**src/rtl/sprot_pkg.sv**
```systemverilog
package sprot_pkg;

    localparam int ADDR_W = 12;
    localparam int DATA_W = 8;

    typedef enum logic [2:0] {
        M_READ = 3'd0,
        M_LOCK = 3'd1,
        M_PASS = 3'd2,
        M_NV   = 3'd3,
        M_FRZ  = 3'd4,
        M_VOL  = 3'd5,
        M_ERR  = 3'd6
    } mode_e;

    typedef enum logic [2:0] {
        S_IDLE, S_UNL1, S_UNL2, S_PROG, S_EXIT, S_ERA, S_PWU
    } step_e;

    typedef enum logic [2:0] {
        C_NONE, C_PROG, C_ERASE, C_PWSTART, C_PWBYTE, C_PWCHK
    } cmd_e;

    typedef struct packed {
        cmd_e                kind;
        mode_e               mode;
        logic [ADDR_W-1:0]   addr;
        logic [DATA_W-1:0]   data;
    } cmd_t;

    localparam logic [ADDR_W-1:0] ADR_FIRST  = 12'hAAA;
    localparam logic [ADDR_W-1:0] ADR_SECOND = 12'h555;
    localparam logic [DATA_W-1:0] K_UNL1  = 8'hAA;
    localparam logic [DATA_W-1:0] K_UNL2  = 8'h55;
    localparam logic [DATA_W-1:0] K_EXIT  = 8'h90;
    localparam logic [DATA_W-1:0] K_ZERO  = 8'h00;
    localparam logic [DATA_W-1:0] K_PROG  = 8'hA0;
    localparam logic [DATA_W-1:0] K_ERA   = 8'h80;
    localparam logic [DATA_W-1:0] K_ERAOK = 8'h30;
    localparam logic [DATA_W-1:0] K_PWU   = 8'h25;
    localparam logic [DATA_W-1:0] K_PWCHK = 8'h29;
    localparam logic [DATA_W-1:0] K_RST   = 8'hF0;

    function automatic mode_e mode_from_code(input logic [DATA_W-1:0] c);
        case (c)
            8'h40:   return M_LOCK;
            8'h60:   return M_PASS;
            8'hC0:   return M_NV;
            8'h50:   return M_FRZ;
            8'hE0:   return M_VOL;
            default: return M_ERR;
        endcase
    endfunction

    function automatic logic prog_data_ok(input mode_e m, input logic [DATA_W-1:0] d);
        case (m)
            M_NV, M_FRZ: return d == 8'h00;
            M_VOL:       return (d == 8'h00) || (d == 8'h01);
            default:     return 1'b1;
        endcase
    endfunction

endpackage

```
**src/rtl/sprot_seq.sv**
```systemverilog
module sprot_seq
    import sprot_pkg::*;
#(
    parameter int PW_BYTES = 8
) (
    input  logic              clk,
    input  logic              rst,
    input  logic              wr_en,
    input  logic [ADDR_W-1:0] addr,
    input  logic [DATA_W-1:0] wdata,
    output mode_e             mode_o,
    output cmd_t              cmd_o
);
    localparam int CNT_W = $clog2(PW_BYTES + 1);

    mode_e            mode_q, mode_n;
    step_e            step_q, step_n;
    logic [CNT_W-1:0] cnt_q, cnt_n;

    always_comb begin
        mode_n = mode_q;
        step_n = step_q;
        cnt_n  = cnt_q;
        cmd_o  = '{kind: C_NONE, mode: mode_q, addr: addr, data: wdata};
        if (wr_en) begin
            if (wdata == K_RST && (mode_q == M_ERR || step_q inside {S_IDLE, S_UNL1, S_UNL2})) begin
                mode_n = M_READ;
                step_n = S_IDLE;
            end else if (mode_q == M_ERR) begin
                mode_n = M_ERR;
            end else if (mode_q == M_READ) begin
                mode_n = M_ERR;
                step_n = S_IDLE;
                case (step_q)
                    S_IDLE: if (addr == ADR_FIRST && wdata == K_UNL1) begin
                        mode_n = M_READ; step_n = S_UNL1;
                    end
                    S_UNL1: if (addr == ADR_SECOND && wdata == K_UNL2) begin
                        mode_n = M_READ; step_n = S_UNL2;
                    end
                    S_UNL2: if (addr == ADR_FIRST) mode_n = mode_from_code(wdata);
                    default: ;
                endcase
            end else begin
                step_n = S_IDLE;
                case (step_q)
                    S_IDLE: begin
                        if (wdata == K_EXIT)                          step_n = S_EXIT;
                        else if (wdata == K_PROG)                     step_n = S_PROG;
                        else if (mode_q == M_NV && wdata == K_ERA)    step_n = S_ERA;
                        else if (mode_q == M_PASS && wdata == K_PWU) begin
                            step_n     = S_PWU;
                            cnt_n      = '0;
                            cmd_o.kind = C_PWSTART;
                        end else mode_n = M_ERR;
                    end
                    S_EXIT:  mode_n = (wdata == K_ZERO) ? M_READ : M_ERR;
                    S_PROG:  if (prog_data_ok(mode_q, wdata)) cmd_o.kind = C_PROG;
                             else mode_n = M_ERR;
                    S_ERA:   if (wdata == K_ERAOK && addr == '0) cmd_o.kind = C_ERASE;
                             else mode_n = M_ERR;
                    S_PWU: begin
                        if (int'(cnt_q) < PW_BYTES) begin
                            cmd_o.kind = C_PWBYTE;
                            cnt_n      = cnt_q + 1'b1;
                            step_n     = S_PWU;
                        end else if (wdata == K_PWCHK) cmd_o.kind = C_PWCHK;
                        else mode_n = M_ERR;
                    end
                    default: mode_n = M_ERR;
                endcase
            end
        end
    end

    always_ff @(posedge clk) begin
        if (rst) begin
            mode_q <= M_READ;
            step_q <= S_IDLE;
            cnt_q  <= '0;
        end else begin
            mode_q <= mode_n;
            step_q <= step_n;
            cnt_q  <= cnt_n;
        end
    end

    assign mode_o = mode_q;


    entry_gate_chk: assert property (@(posedge clk) disable iff (rst)
        (mode_q == M_READ && !(wr_en && step_q == S_UNL2)) |=> (mode_q inside {M_READ, M_ERR}));


    err_hold_chk: assert property (@(posedge clk) disable iff (rst)
        (mode_q == M_ERR && !(wr_en && wdata == K_RST)) |=> (mode_q == M_ERR));


    exit_done_chk: assert property (@(posedge clk) disable iff (rst)
        (wr_en && step_q == S_EXIT && mode_q != M_READ && mode_q != M_ERR && wdata == K_ZERO)
        |=> (mode_q == M_READ));

endmodule

```
**src/rtl/sprot_bits.sv**
```systemverilog
module sprot_bits
    import sprot_pkg::*;
#(
    parameter int NUM_SECT = 8
) (
    input  logic                clk,
    input  logic                rst,
    input  cmd_t                cmd_i,
    input  logic                acc_hi,
    output logic [NUM_SECT-1:0] nv_o,
    output logic [NUM_SECT-1:0] vol_o,
    output logic                frz_o,
    output logic [7:0]          lock_o
);
    localparam int SECT_W = (NUM_SECT > 1) ? $clog2(NUM_SECT) : 1;

    logic [NUM_SECT-1:0] nv_q, vol_q;
    logic                frz_q, erase_q;
    logic [7:0]          lock_q;
    logic [SECT_W-1:0]   sect;
    logic                prog, erase_go, nv_set, vol_set, vol_clr;

    assign sect     = cmd_i.addr[ADDR_W-1 -: SECT_W];
    assign prog     = (cmd_i.kind == C_PROG);
    assign erase_go = (cmd_i.kind == C_ERASE) && (cmd_i.mode == M_NV) && !frz_q;
    assign nv_set   = prog && (cmd_i.mode == M_NV) && acc_hi && !frz_q;
    assign vol_set  = prog && (cmd_i.mode == M_VOL) && acc_hi && (cmd_i.data == 8'h00);
    assign vol_clr  = prog && (cmd_i.mode == M_VOL) && (cmd_i.data == 8'h01);

    for (genvar g = 0; g < NUM_SECT; g++) begin : g_sect
        logic hit;
        assign hit = (sect == SECT_W'(g));
        always_ff @(posedge clk) begin
            if (rst) begin
                nv_q[g]  <= 1'b0;
                vol_q[g] <= 1'b0;
            end else begin
                if (erase_q)              nv_q[g] <= 1'b0;
                else if (erase_go)        nv_q[g] <= 1'b1;
                else if (nv_set && hit)   nv_q[g] <= 1'b1;
                if (vol_set && hit)       vol_q[g] <= 1'b1;
                else if (vol_clr && hit)  vol_q[g] <= 1'b0;
            end
        end
    end

    always_ff @(posedge clk) begin
        if (rst) begin
            frz_q   <= 1'b0;
            erase_q <= 1'b0;
            lock_q  <= 8'hFF;
        end else begin
            erase_q <= erase_go;
            if (prog && cmd_i.mode == M_FRZ)  frz_q  <= 1'b1;
            if (prog && cmd_i.mode == M_LOCK) lock_q <= lock_q & cmd_i.data;
        end
    end

    assign nv_o   = nv_q;
    assign vol_o  = vol_q;
    assign frz_o  = frz_q;
    assign lock_o = lock_q;


    erase_clear_chk: assert property (@(posedge clk) disable iff (rst)
        erase_q |=> (nv_q == '0));


    freeze_hold_chk: assert property (@(posedge clk) disable iff (rst)
        (frz_q && !erase_q) |=> $stable(nv_q));


    acc_gate_chk: assert property (@(posedge clk) disable iff (rst)
        (!acc_hi && !erase_q && cmd_i.kind != C_ERASE) |=> ((nv_q & ~$past(nv_q)) == '0));


    lock_oneway_chk: assert property (@(posedge clk) disable iff (rst)
        (prog && cmd_i.mode == M_LOCK) |=> ((lock_q & ~$past(lock_q)) == 8'h00));

endmodule

```
**src/rtl/sprot_pw.sv**
```systemverilog
module sprot_pw
    import sprot_pkg::*;
#(
    parameter int                    PW_BYTES = 8,
    parameter logic [PW_BYTES*8-1:0] PW_INIT  = '0
) (
    input  logic                  clk,
    input  logic                  rst,
    input  cmd_t                  cmd_i,
    output logic [PW_BYTES*8-1:0] pw_o,
    output logic                  ok_o
);
    localparam int IDX_W = (PW_BYTES > 1) ? $clog2(PW_BYTES) : 1;

    logic [IDX_W-1:0]    idx;
    logic [PW_BYTES-1:0] seen_q, match_q;
    logic                ok_q;

    assign idx = cmd_i.addr[IDX_W-1:0];

    for (genvar b = 0; b < PW_BYTES; b++) begin : g_byte
        logic sel;
        assign sel = (idx == IDX_W'(b));
        always_ff @(posedge clk) begin
            if (rst) begin
                pw_o[b*8 +: 8] <= PW_INIT[b*8 +: 8];
                seen_q[b]      <= 1'b0;
                match_q[b]     <= 1'b0;
            end else begin
                if (cmd_i.kind == C_PROG && cmd_i.mode == M_PASS && sel)
                    pw_o[b*8 +: 8] <= cmd_i.data;
                if (cmd_i.kind == C_PWSTART) begin
                    seen_q[b]  <= 1'b0;
                    match_q[b] <= 1'b0;
                end else if (cmd_i.kind == C_PWBYTE && sel) begin
                    seen_q[b]  <= 1'b1;
                    match_q[b] <= (cmd_i.data == pw_o[b*8 +: 8]);
                end
            end
        end
    end

    always_ff @(posedge clk) begin
        if (rst)                        ok_q <= 1'b0;
        else if (cmd_i.kind == C_PWCHK) ok_q <= (&seen_q) && (&match_q);
    end

    assign ok_o = ok_q;


    pw_rise_chk: assert property (@(posedge clk) disable iff (rst)
        (!ok_q && cmd_i.kind != C_PWCHK) |=> !ok_q);

endmodule

```
**src/rtl/sprot_cmd_decoder.sv**
```systemverilog
module sprot_cmd_decoder
    import sprot_pkg::*;
#(
    parameter int                    NUM_SECT = 8,
    parameter int                    PW_BYTES = 8,
    parameter logic [PW_BYTES*8-1:0] PW_INIT  = '0
) (
    input  logic              clk,
    input  logic              rst,
    input  logic              wr_en,
    input  logic              rd_en,
    input  logic [ADDR_W-1:0] addr,
    input  logic [DATA_W-1:0] wdata,
    input  logic              acc_hi,
    output logic              dq0,
    output logic [2:0]        mode_o,
    output logic              pw_ok
);
    localparam int SECT_W = (NUM_SECT > 1) ? $clog2(NUM_SECT) : 1;
    localparam int PWB_W  = $clog2(PW_BYTES * 8);

    mode_e                 mode;
    cmd_t                  cmd;
    logic [NUM_SECT-1:0]   nv, vol;
    logic                  frz;
    logic [7:0]            lock;
    logic [PW_BYTES*8-1:0] pw;
    logic                  rd_bit, dq0_q;
    logic [SECT_W-1:0]     sect;

    sprot_seq #(.PW_BYTES(PW_BYTES)) u_seq (
        .clk(clk), .rst(rst), .wr_en(wr_en), .addr(addr), .wdata(wdata),
        .mode_o(mode), .cmd_o(cmd)
    );

    sprot_bits #(.NUM_SECT(NUM_SECT)) u_bits (
        .clk(clk), .rst(rst), .cmd_i(cmd), .acc_hi(acc_hi),
        .nv_o(nv), .vol_o(vol), .frz_o(frz), .lock_o(lock)
    );

    sprot_pw #(.PW_BYTES(PW_BYTES), .PW_INIT(PW_INIT)) u_pw (
        .clk(clk), .rst(rst), .cmd_i(cmd), .pw_o(pw), .ok_o(pw_ok)
    );

    assign sect = addr[ADDR_W-1 -: SECT_W];

    always_comb begin
        rd_bit = 1'b1;
        case (mode)
            M_LOCK: rd_bit = lock[addr[2:0]];
            M_PASS: rd_bit = pw[addr[PWB_W-1:0]];
            M_NV:   if (int'(sect) < NUM_SECT) rd_bit = ~nv[sect];
            M_FRZ:  rd_bit = ~frz;
            M_VOL:  if (int'(sect) < NUM_SECT) rd_bit = ~vol[sect];
            default: rd_bit = 1'b1;
        endcase
    end

    always_ff @(posedge clk) begin
        if (rst)                  dq0_q <= 1'b1;
        else if (rd_en && !wr_en) dq0_q <= rd_bit;
    end

    assign dq0    = dq0_q;
    assign mode_o = mode;


    dq0_hold_chk: assert property (@(posedge clk) disable iff (rst)
        !(rd_en && !wr_en) |=> $stable(dq0_q));

endmodule

```
**config.mk**
```make
export PLATFORM = sky130hd
export DESIGN_NAME = sprot_cmd_decoder
export DESIGN_NICKNAME = d
export VERILOG_FILES = /design/src/rtl/sprot_pkg.sv /design/src/rtl/sprot_seq.sv /design/src/rtl/sprot_bits.sv /design/src/rtl/sprot_pw.sv /design/src/rtl/sprot_cmd_decoder.sv
export SDC_FILE = /design/constraint.sdc
export NUM_CORES = 1
export LEC_CHECK = 0
export ABC_AREA = 0
export BUFFER_PORTS_ARGS = -buffer_cell sky130_fd_sc_hd__buf_2
export CAP_MARGIN = 20
export CORE_ASPECT_RATIO = 1.1
export CORE_MARGIN = 2
export CORE_UTILIZATION = 30
export CTS_CLUSTER_DIAMETER = 80
export CTS_CLUSTER_SIZE = 28
export DETAILED_ROUTE_END_ITERATION = 6
export PLACE_DENSITY = 0.44
export SLEW_MARGIN = 5
export SYNTH_ARGS = -nofsm -noshare
export SYNTH_HDL_FRONTEND = slang
export SYNTH_HIERARCHICAL = 1
export SYNTH_SLANG_ARGS = --single-unit
```
**constraint.sdc**
```tcl
create_clock -name clk -period 3.4 [get_ports clk]
set_clock_uncertainty 0.2 [all_clocks]
set_input_delay 0.17 -clock clk [delete_from_list [all_inputs] [get_ports clk]]
set_output_delay 0.17 -clock clk [all_outputs]
set_load 0.005 [all_outputs]
```
# Word-level counts from Yosys, hierarchy flattened
# Cells that the tools add are included.
[classes] n_addsub=1 mux=96 magnitude_cmp=4 reduce_logical=96 n_bitwise=7 n_eq_ne=70
[ops] cell="3-bit two-way mux" count=32
[ops] cell="8-bit == test" count=8
[ops] cell="1-bit logical AND" count=60
[ops] cell="8-bit == test, second input constant" count=7
[ops] cell="3-bit == test, second input constant" count=16
[ops] cell="1-bit two-way mux" count=43
[ops] cell="2-bit nonzero test" count=17
[ops] cell="8-bit by 7-bit == test with 1-bit output, second input constant" count=4
[ops] cell="3-bit by 2-bit == test with 1-bit output, second input constant" count=10
[ops] cell="3-bit one-hot mux with 5 select lines" count=2
[ops] cell="8-bit by 6-bit == test with 1-bit output, second input constant" count=3
[ops] cell="4-bit two-way mux" count=5
[ops] cell="5-bit by 2-bit != test with 1-bit output, second input constant" count=4
[ops] cell="5-bit by 4-bit != test with 1-bit output, second input constant" count=4
[ops] cell="8-bit AND reduction" count=2
[ops] cell="3-bit by 1-bit == test with 1-bit output, second input constant" count=5
[ops] cell="12-bit by 11-bit == test with 1-bit output, second input constant" count=1
[ops] cell="12-bit == test, second input constant" count=1
[ops] cell="12-bit logical NOT" count=1
[ops] cell="3-bit logical NOT" count=4
[ops] cell="3-bit one-hot mux with 2 select lines" count=2
[ops] cell="3-bit one-hot mux with 4 select lines" count=1
[ops] cell="2-bit != test, second input constant" count=5
[ops] cell="10-bit AND reduction" count=1
[ops] cell="22 further kinds" count=36
[word_totals] inputBits=25 register_bits=118 output_inout_bits=5

# Depth between registers and ports, before layout
# Gate-level depths: netlist of run 1.
[depth] ltp_word=21 mapped_depth=12 ltp_nobuf=10

# By module
# The synthesis of run 1 kept the hierarchy.
[by_module_without_submodules] mod="sprot_pw" seq_area_each_um2=1621.6 n_inst=1 cells_per_inst=394 area_each_um2=3779.9
[by_module_without_submodules] mod="sprot_seq" seq_area_each_um2=200.2 n_inst=1 cells_per_inst=174 area_each_um2=1300.0
[by_module_without_submodules] mod="sprot_bits" seq_area_each_um2=520.5 n_inst=1 cells_per_inst=112 area_each_um2=1054.8
[by_module_without_submodules] mod="sprot_cmd_decoder" seq_area_each_um2=20.0 n_inst=1 cells_per_inst=92 area_each_um2=890.9

# Least setup slack after synthesis of run 1
# No wires, ideal clock.
[synth_timing] kind="reg-to-reg" start="register u_seq.step_q[0]" end="register u_pw.pw_o[56]" setup_ps=128 path_buffers=2 slack_ps=-115 arrival_time_ps=3187 period_less_slack_ps=3515 t_required_ps=3072 path_stages_with_launch=11 cell_sequence="dfxtp_1 -> buf_2 -> or3_1 -> nand2b_1 -> or2_2 -> a211oi_1 -> and4bb_2 -> buf_2 -> nand4_2 -> mux2i_1 -> nor2_1"
[synth_rtl] element="start, declared" line="sprot_seq.sv:17" text="step_e step_q, step_n;"
[synth_rtl] element="start signal, assigned" line="sprot_seq.sv:83" text="step_q <= step_n;"
[synth_rtl] element="end signal, assigned by index" line="sprot_pw.sv:26" text="pw_o[b*8 +: 8] <= PW_INIT[b*8 +: 8];"
[synth_rtl] element="end signal, assigned by index" line="sprot_pw.sv:31" text="pw_o[b*8 +: 8] <= cmd_i.data;"
[synth_rtl] element="end, declared" line="sprot_pw.sv:10" text="output logic [PW_BYTES*8-1:0] pw_o,"

==> results.toml, run 1 <==
[grt]
grt_first_pass_wirelength_mm = 32.8
grt_overflow = 0
grt_usage_pct = 17.5
grt_start_max_net_pins = 91
number_of_global_route_vias_before_repair = 5917
antenna_found_initial = 0

[timing]
min_period_over_period_pct = 93.0
timing.max_slew.rel_slack_pct = 36.2
min_period_ns = 3.16
number_of_hold_violations_in_the_final_report = 0
worst_pin_slew_ns = 0.957
finalSetupViolations = 0
grt_setup_unrepaired = "no"
timing.setup.tns_ns = 0
fmax_ghz = 0.316
hold_ws_ns = 0.0394
layout_setup_ws_ns = 0.239
final_max_slew_viol_count = 0

[cts]
cts_inserted_buffers = 17
cts.htree.levels = 4
clockRootBuffer = "clkbuf_16"
later_pin_clock_latency_in_the_skew_report_ns = 0.42
cts-root-to-sink-buffers = 2
cts_tree = "yes"
clock_sinks = 118
cts.clk_slew.worst_paths_ns = 0.05

[setup_path]
critPathRequiredTime_ns = 3.46
cp-start-kind = "register"
worst-endpoint-arrival_ns = 3.22
crit_type = "register to register"
cp-end-kind = "register"
crit_path_max_fanout = 13

[routing]
drt_pass1_iterations = 5
route.detailed.vias_per_inst = 5.27
remaining_drc_errors = 0
detail_route.iter0.violations = 261
vias = 5841
wirelength_mm = 20.8
detail-route-antenna-nets = 0
drt-wirelength-per-cell_um = 18.7

[power_and_ir_drop]
power.total_mw = 3.64
power.ir.vdd_worst_uv = 300
leakage_nw = 3.24
pwr_density_cell_nw_per_um2 = 453

[floorplanning]
initial_core_util_pct = 30.5
die_width_um = 149
io-pin-count = 30
die-area_um2 = 24500
floorplan_die_height_um = 164
core_area_um2 = 22900
rows = 58

[layout]
proportion_of_layout_cells_with_a_drive_suffix_above_1_pct = 18.9
finalNetCount = 822
layout.filler_cells = 2398
layout.core_utilization_pct = 35.2
antennaDiodeCount = 0
layout.cells.non_filler = 1109
finish.instance_area_um2 = 8050
synthToLayoutAreaGrowth_pct = 15.3

[logic_synthesis]
synth.net_count = 792
yosysWarnings = 6
synth_area_per_cell_um2 = 9.11
post_synthesis_cell_area_um2 = 6980
synthesis.instances = 766

[placed_design]
numPortBuffers = 29
placement.setup.worst_slack_ns = 0.176
dpl.cell_count = 1074
place_area_um2 = 7450
hpwlAfterDp_mm = 14.9
gp_routability_congestion = 0.815

[flow_run]
maxCapViolations = 0

[hold_path]
type_of_the_most_critical_hold_path = "primary input to register"

[run_status]
outcome = "finished clean"
[worst max-delay path: stages, from the launching register on]
cell and delay, ns:
dfxtp_1 0.38, buf_4 0.21, nor4b_1 0.32, nand3_1 0.18, or2_2 0.37, a211oi_2 0.22, buf_4 0.21, and4bb_2 0.32
nand4_2 0.28, mux2i_1 0.25, nor2_1 0.06
[path summary, 6_finish.rpt]
path | start | to | slack [ns] | cells after the start
max | u_seq/mode_o[2] | u_pw/pw_o[57] | 0.24 | 10
min | wr_en | u_seq/step_q[1] | 0.04 | 3
min reg2reg | u_pw/seen_q[7] | u_pw/seen_q[7] | 0.26 | 2
max reg2reg | u_seq/mode_o[2] | u_pw/pw_o[57] | 0.24 | 10
[layout make-up]
type	count	area [um2]	area share, %
well taps	300	375	4.66
multi-input cells	568	4180	51.9
clock inverters	11	100	1.24
flip-flops and latches	118	2360	29.4
clock buffers	21	470	5.85
repair buffers	78	515	6.41
inverters	13	48.8	0.606
[metal layers]
metal  vias up  part of all wire (%)  global-route usage, %
met5         -                     0                      0
li1       2797                     -                      -
met1      2876                    46                   22.3
met2       132                    47                   29.3
met4         0                   2.8                   7.45
met3        36                   4.1                   2.92
[flip-flops by register name, summed over array words and instances, names as in the netlist]
| register | count |
|---|---|
| u_pw/pw_o | 64 |
| u_bits/lock_o | 8 |
| u_bits/nv_o | 8 |
| u_bits/vol_o | 8 |
| u_pw/match_q | 8 |
| u_pw/seen_q | 8 |
| u_seq/cnt_q | 4 |
| u_seq/mode_o | 3 |
| u_seq/step_q | 3 |
| dq0 | 1 |
| u_bits/erase_q | 1 |
| u_bits/frz_o | 1 |
| u_pw/ok_o | 1 |
[cells in the final DEF, fill, tap and decap left out, types with 4 or more instances in the layout]
cell type   count
a31oi_1         6
nor4_1          8
nand3_1        12
xnor2_1        66
clkinvlp_4      5
nand3b_1       13
mux4_2          9
dfxtp_1       118
or3_1          12
nand2b_1       11
o21ai_0        28
mux2i_1        89
o21ai_1         9
o31a_1         10
mux4_1          4
buf_4          48
inv_1          13
nor3_1          8
nand4_1        27
buf_2          29
nand2_1        32
nor2_1         98
nand3_2         8
a311oi_1        4
a21oi_1        29
nor2b_1        17
clkbuf_16      17
[report_power, final]
group / internal (mW) / switching (mW)
Clock: 1.06 / 0.646
Sequential: 1.40 / 0.0182
Combinational: 0.203 / 0.320
Total: 2.66 / 0.984
[what timing repair did]
item,CTS,global route
setup endpoints to repair,0,21
endpoints found under the hold margin,8,0
setup buffers,0,2
gates resized for setup,0,0
hold buffers,1,0
Note: power is estimated with default switching activity, not from simulation.
==> run 2, diff against run 1 <==
--- a/config.mk
+++ b/config.mk
@@ -8,13 +8,15 @@
 export ABC_AREA = 0
 export BUFFER_PORTS_ARGS = -buffer_cell sky130_fd_sc_hd__buf_2
 export CAP_MARGIN = 20
+export CELL_PAD_IN_SITES_DETAIL_PLACEMENT = 2
+export CELL_PAD_IN_SITES_GLOBAL_PLACEMENT = 2
 export CORE_ASPECT_RATIO = 1.1
 export CORE_MARGIN = 2
 export CORE_UTILIZATION = 30
 export CTS_CLUSTER_DIAMETER = 80
 export CTS_CLUSTER_SIZE = 28
 export DETAILED_ROUTE_END_ITERATION = 6
-export PLACE_DENSITY = 0.44
+export PLACE_DENSITY = 0.64
 export SLEW_MARGIN = 5
 export SYNTH_ARGS = -nofsm -noshare
 export SYNTH_HDL_FRONTEND = slang
==> results.toml, run 2 (synthesis gave the netlist of run 1 again) <==
[run_status]
outcome = "finished clean"

[power_and_ir_drop]
clkPwrFrac_pct = 48.9
swShare_pct = 27.9
pwr_density_cell_nw_per_um2 = 472
power.ir.vdd_worst_uv = 293
leakage_nw = 3.19
power.total_mw = 3.80
sequential_power_share_pct = 37.5
power.share.combinational_pct = 13.6
p_sw_mw = 1.06
cellInternalPower_mw = 2.74

[placed_design]
numPortBuffers = 29
placement.setup.worst_slack_ns = 0.0296
gp_routability_congestion = 0.803
place_area_um2 = 7380
hpwlAfterDp_mm = 16.6

[floorplanning]
rows = 58
die-area_um2 = 24500
io-pin-count = 30
initial_core_util_pct = 30.5
floorplan_die_height_um = 164
core_area_um2 = 22900
die_width_um = 149

[setup_path]
cp-start-kind = "register"
rr_endpoint = "u_bits/vol_o[7]"
path_cells = "nand3b_1 -> nand3_1 -> or2_2 -> nor2_1 -> o31a_1 -> buf_4 -> nor4b_4 -> nand4_1 -> o21ai_0 -> o21ai_1"
startpoint_of_the_most_critical_setup_path = "u_seq/mode_o[0]"
maximum_cell_stage_delay_along_the_critical_path_ns = 0.47
worst-endpoint-arrival_ns = 3.32
crit_path_max_fanout = 13
critPathRequiredTime_ns = 3.49
critical_path.reg2reg.startpoint = "u_seq/mode_o[0]"
worst_path_slowest_cell = "dfxtp_2"
r2r_slack_ns = 0.17
r2r.worst_path.cells = 10
cp-end-kind = "register"
crit_type = "register to register"
cp-endpoint = "u_bits/vol_o[7]"

[cts]
clockRootBuffer = "clkbuf_16"
clock_sinks = 118
cts-root-to-sink-buffers = 2
cts_inserted_buffers = 17
cts.htree.levels = 4
cts.clk_slew.worst_paths_ns = 0.06
post-cts-setup-buffers = 0
cts_tree = "yes"
later_pin_clock_latency_in_the_skew_report_ns = 0.41

[grt]
antenna_found_initial = 0
grt_overflow = 0
grt_usage_pct = 20.3
grt_first_pass_wirelength_mm = 38.0
grt_start_max_net_pins = 99
number_of_global_route_vias_before_repair = 6667

[routing]
wirelength_mm = 24.2
route.detailed.vias_per_inst = 5.36
detail_route.iter0.violations = 211
remaining_drc_errors = 0
vias = 5890
drt-wirelength-per-cell_um = 22.0
detail-route-antenna-nets = 0
drt_pass1_iterations = 4

[layout]
finalNetCount = 812
layout.filler_cells = 2560
area_used_by_multi_input_combinational_logic_um2 = 4200
layout.core_utilization_pct = 35.2
antennaDiodeCount = 0
commonest_non_fill_non_tap_cells_in_the_layout = "dfxtp_1 (117), nor2_1 (98), mux2i_1 (89)"
synthToLayoutAreaGrowth_pct = 15.3
proportion_of_layout_cells_with_a_drive_suffix_above_1_pct = 18.1
largest_register_ffs = 64
finish.instance_area_um2 = 8050
final-seq-area_um2 = 2360
largest-register = "u_pw/pw_o"
layout.cells.most_common = "dfxtp_1"

[timing]
worst_pin_slew_ns = 0.712
layout_setup_ws_ns = 0.167
fmax_ghz = 0.309
timing.max_slew.rel_slack_pct = 52.2
min_period_ns = 3.23
number_of_hold_violations_in_the_final_report = 0
final_max_slew_viol_count = 0
finalSetupViolations = 0
min_period_over_period_pct = 95.1

[hold_path]
type_of_the_most_critical_hold_path = "primary input to register"
timing.hold.worst_path_depth = 3
timing.hold.worst.start = "addr[9]"

[flow_run]
maxCapViolations = 0
run 2: worst min path at each step:
| stage | to | slack (ns) |
|---|---|---|
| floorplan | dq0 | 0.08 |
| CTS | u_bits/vol_o[5] | 0.01 |
| global route | u_seq/step_q[1] | 0.06 |
| detailed placement | u_pw/seen_q[7] | 0.25 |
| finish | u_bits/vol_o[5] | 0.02 |
| global placement | u_pw/seen_q[7] | 0.23 |
run 2: what timing repair did:
action                     4_1_cts  5_1_grt
hold buffers                     2        0
gates resized for setup          1        3
hold endpoints to repair         2        0
setup endpoints to repair        1       49
run 2: cell type report:
| type | count | share of cell area (%) |
|---|---|---|
| Inverter | 13 | 0.606 |
| Tap cell | 300 | 4.66 |
| Sequential cell | 118 | 29.4 |
| Clock inverter | 15 | 2.24 |
| Timing Repair Buffer | 68 | 5.66 |
| Clock buffer | 17 | 5.29 |
| Multi-Input combinational cell | 568 | 52.2 |
run 2: power groups by stage:
| stage | Combinational (mW) | Sequential, mW | Clock [mW] |
|---|---|---|---|
| after floorplan | 0.351 | 1.44 | 0 |
| after global placement | 0.491 | 1.46 | 0 |
| after detailed placement | 0.503 | 1.46 | 0 |
| after CTS | 0.512 | 1.43 | 1.90 |
| after global routing | 0.560 | 1.43 | 1.96 |
| final | 0.517 | 1.43 | 1.86 |
run 2: critical path, delay by kind of cell (launching register included):
kind	cells	cell delay (ns)
AO/OA/AOI/OAI	3	0.71
buffers and inverters	1	0.19
flip-flops	1	0.47
AND/OR/NAND/NOR	6	1.54
run 2: through the flow:
stage,std cells,hold WS [ns],TNS [ns]
after CTS,1098,0.00981,0
final,1099,0.0235,0
after floorplan,766,0.0794,0
after global placement,1064,0.235,0
after global routing,1099,0.0584,-0.0128
after detailed placement,1064,0.252,0
run 2: per-layer routing:
metal | global-route usage (%) | share of wire [%] | up-vias
li1 | - | - | 2769
met1 | 24.4 | 44 | 3016
met2 | 36.7 | 51 | 82
met3 | 3.78 | 2.9 | 23
met4 | 5.84 | 1.5 | 0
met5 | 0 | 0 | -
==> run 3, diff against run 2 <==
--- a/config.mk
+++ b/config.mk
@@ -6,17 +6,18 @@
 export NUM_CORES = 1
 export LEC_CHECK = 0
 export ABC_AREA = 0
+export ABC_CLOCK_PERIOD_IN_PS = 3400
 export BUFFER_PORTS_ARGS = -buffer_cell sky130_fd_sc_hd__buf_2
 export CAP_MARGIN = 20
 export CELL_PAD_IN_SITES_DETAIL_PLACEMENT = 2
 export CELL_PAD_IN_SITES_GLOBAL_PLACEMENT = 2
 export CORE_ASPECT_RATIO = 1.1
 export CORE_MARGIN = 2
-export CORE_UTILIZATION = 30
+export CORE_UTILIZATION = 36
 export CTS_CLUSTER_DIAMETER = 80
 export CTS_CLUSTER_SIZE = 28
 export DETAILED_ROUTE_END_ITERATION = 6
-export PLACE_DENSITY = 0.64
+export PLACE_DENSITY = 0.75
 export SLEW_MARGIN = 5
 export SYNTH_ARGS = -nofsm -noshare
 export SYNTH_HDL_FRONTEND = slang
==> results.toml, run 3 (synthesis gave the netlist of run 1 again) <==
[grt]
number_of_global_route_vias_before_repair = 6665
grt_overflow = 0
grt_first_pass_wirelength_mm = 37.8
grt_start_max_net_pins = 99
antenna_found_initial = 0
grt_usage_pct = 24.3

[setup_path]
cp-start-kind = "primary input"
worst-endpoint-arrival_ns = 3.32
crit_type = "primary input to register"
crit_path_frequent_cell = "buf_4"
path_cells = "dlygate4sd3_1 -> buf_2 -> nor4_2 -> nand3_1 -> or4_1 -> a211oi_2 -> buf_4 -> nor4b_4 -> buf_4 -> nand4_2 -> mux2i_1 -> nor2_1"
worst-path-buf-inv = 4
critPathRequiredTime_ns = 3.45
crit_path_max_fanout = 13
cpLargestDelayFamily = "simple AND/OR/NAND/NOR gates"
cp-end-kind = "register"
worst_path_slowest_cell = "or4_1"
maximum_cell_stage_delay_along_the_critical_path_ns = 0.61

[layout]
layout.cells.most_common = "dfxtp_1"
area_used_by_multi_input_combinational_logic_um2 = 4180
largest_register_ffs = 64
commonest_non_fill_non_tap_cells_in_the_layout = "dfxtp_1 (117), nor2_1 (98), mux2i_1 (89)"
largest-register = "u_pw/pw_o"
antennaDiodeCount = 0
synthToLayoutAreaGrowth_pct = 14.5
proportion_of_layout_cells_with_a_drive_suffix_above_1_pct = 17.9
final-seq-area_um2 = 2360
layout.cells.non_filler = 1044
finalNetCount = 810
layout.filler_cells = 2067

[cts]
clock_sinks = 118
cts_inserted_buffers = 17
cts-root-to-sink-buffers = 2
later_pin_clock_latency_in_the_skew_report_ns = 0.42
clockRootBuffer = "clkbuf_16"
cts_tree = "yes"
cts.htree.levels = 4
cts.clk_slew.worst_paths_ns = 0.06

[floorplanning]
initial_core_util_pct = 36.7
rows = 53
io-pin-count = 30
core_area_um2 = 19000
die_width_um = 137
die-area_um2 = 20500
floorplan_die_height_um = 150

[power_and_ir_drop]
sequential_power_share_pct = 36.3
power.ir.vdd_worst_uv = 334
pwr_density_cell_nw_per_um2 = 492
clkPwrFrac_pct = 51.0
power.share.combinational_pct = 12.7
cellInternalPower_mw = 2.91
p_sw_mw = 1.03
swShare_pct = 26.1
leakage_nw = 3.23

[timing]
min_period_ns = 3.27
worst_pin_slew_ns = 1.08
min_period_over_period_pct = 96.0
grt_setup_unrepaired = "yes"
number_of_hold_violations_in_the_final_report = 0
final_max_slew_viol_count = 0
timing.max_slew.rel_slack_pct = 27.8
finalSetupViolations = 0
fmax_ghz = 0.306
layout_setup_ws_ns = 0.135

[hold_path]
type_of_the_most_critical_hold_path = "primary input to register"

[placed_design]
dpl.cell_count = 1007
gp_routability_congestion = 0.842
hpwlAfterDp_mm = 16.2
numPortBuffers = 29
placement.setup.worst_slack_ns = 0.0865

[routing]
drt-wirelength-per-cell_um = 22.9
detail_route.iter0.violations = 240
remaining_drc_errors = 0
drt_pass1_iterations = 5
route.detailed.vias_per_inst = 5.70
vias = 5955
detail-route-antenna-nets = 0
wirelength_mm = 23.9

[run_status]
outcome = "finished clean"

[flow_run]
maxCapViolations = 0
==> run 3: stage by stage <==
stage / area, um2 / power [mW] / hold slack [ns] / setup TNS [ns] / util [%]
3_3_place_gp: 7280 / 1.93 / 0.235 / 0 / 38.3
3_5_place_dp: 7280 / 1.95 / 0.251 / 0 / 38.3
6_report: 7990 / 3.93 / 0.0795 / 0 / 42.0
2_1_floorplan: 6990 / 1.79 / 0.0794 / 0 / -
5_1_grt: 7990 / 4.08 / 0.0760 / -0.178 / 42.0
4_1_cts: 7960 / 3.97 / 0.0420 / 0 / 41.8
==> run 3: routing by layer <==
metal	global-route usage, %	share of wire, %
met5	0	0
met4	8.66	2.1
met3	3.69	3.1
met2	44.8	52
met1	28.3	43
==> run 3: worst min-delay path, delay by kind of cell <==
family,cells,cell delay [ns]
compound gates,1,0.06
buf+inv,1,0.13
simple gates,2,0.28
==> run 3: worst paths after layout <==
kind / cells past startpoint / from / slack [ns] / end
worst min register to register: 2 / u_pw/match_q[0] / 0.26 / u_pw/match_q[0]
worst min-delay path: 4 / wr_en / 0.08 / u_seq/step_q[0]
worst max register to register: 11 / u_seq/mode_o[0] / 0.14 / u_bits/vol_o[5]
worst max-delay path: 12 / addr[9] / 0.13 / u_pw/pw_o[25]
==> run 3: area by class of cell <==
type / count / area share [%]
sequential: 118 / 29.6
multi-input combinational: 568 / 52.3
timing repair buffer: 66 / 5.35
clock inverter: 10 / 2.08
tap: 247 / 3.87
inverter: 13 / 0.611
clock buffer: 22 / 6.18
==> run 3: power by group through the flow <==
| stage | sequential, mW | clock (mW) | combinational [mW] |
|---|---|---|---|
| 2_1_floorplan | 1.44 | 0 | 0.351 |
| 3_3_place_gp | 1.46 | 0 | 0.475 |
| 3_5_place_dp | 1.46 | 0 | 0.488 |
| 4_1_cts | 1.43 | 2.05 | 0.495 |
| 5_1_grt | 1.43 | 2.11 | 0.533 |
| 6_report | 1.43 | 2.01 | 0.498 |
==> run 3: repair_timing <==
item                                   4_1_cts  5_1_grt
setup buffers                                0        3
gates resized for setup                      0        2
hold buffers                                 2        0
endpoints found under the hold margin        3        0
setup endpoints to repair                    0       51
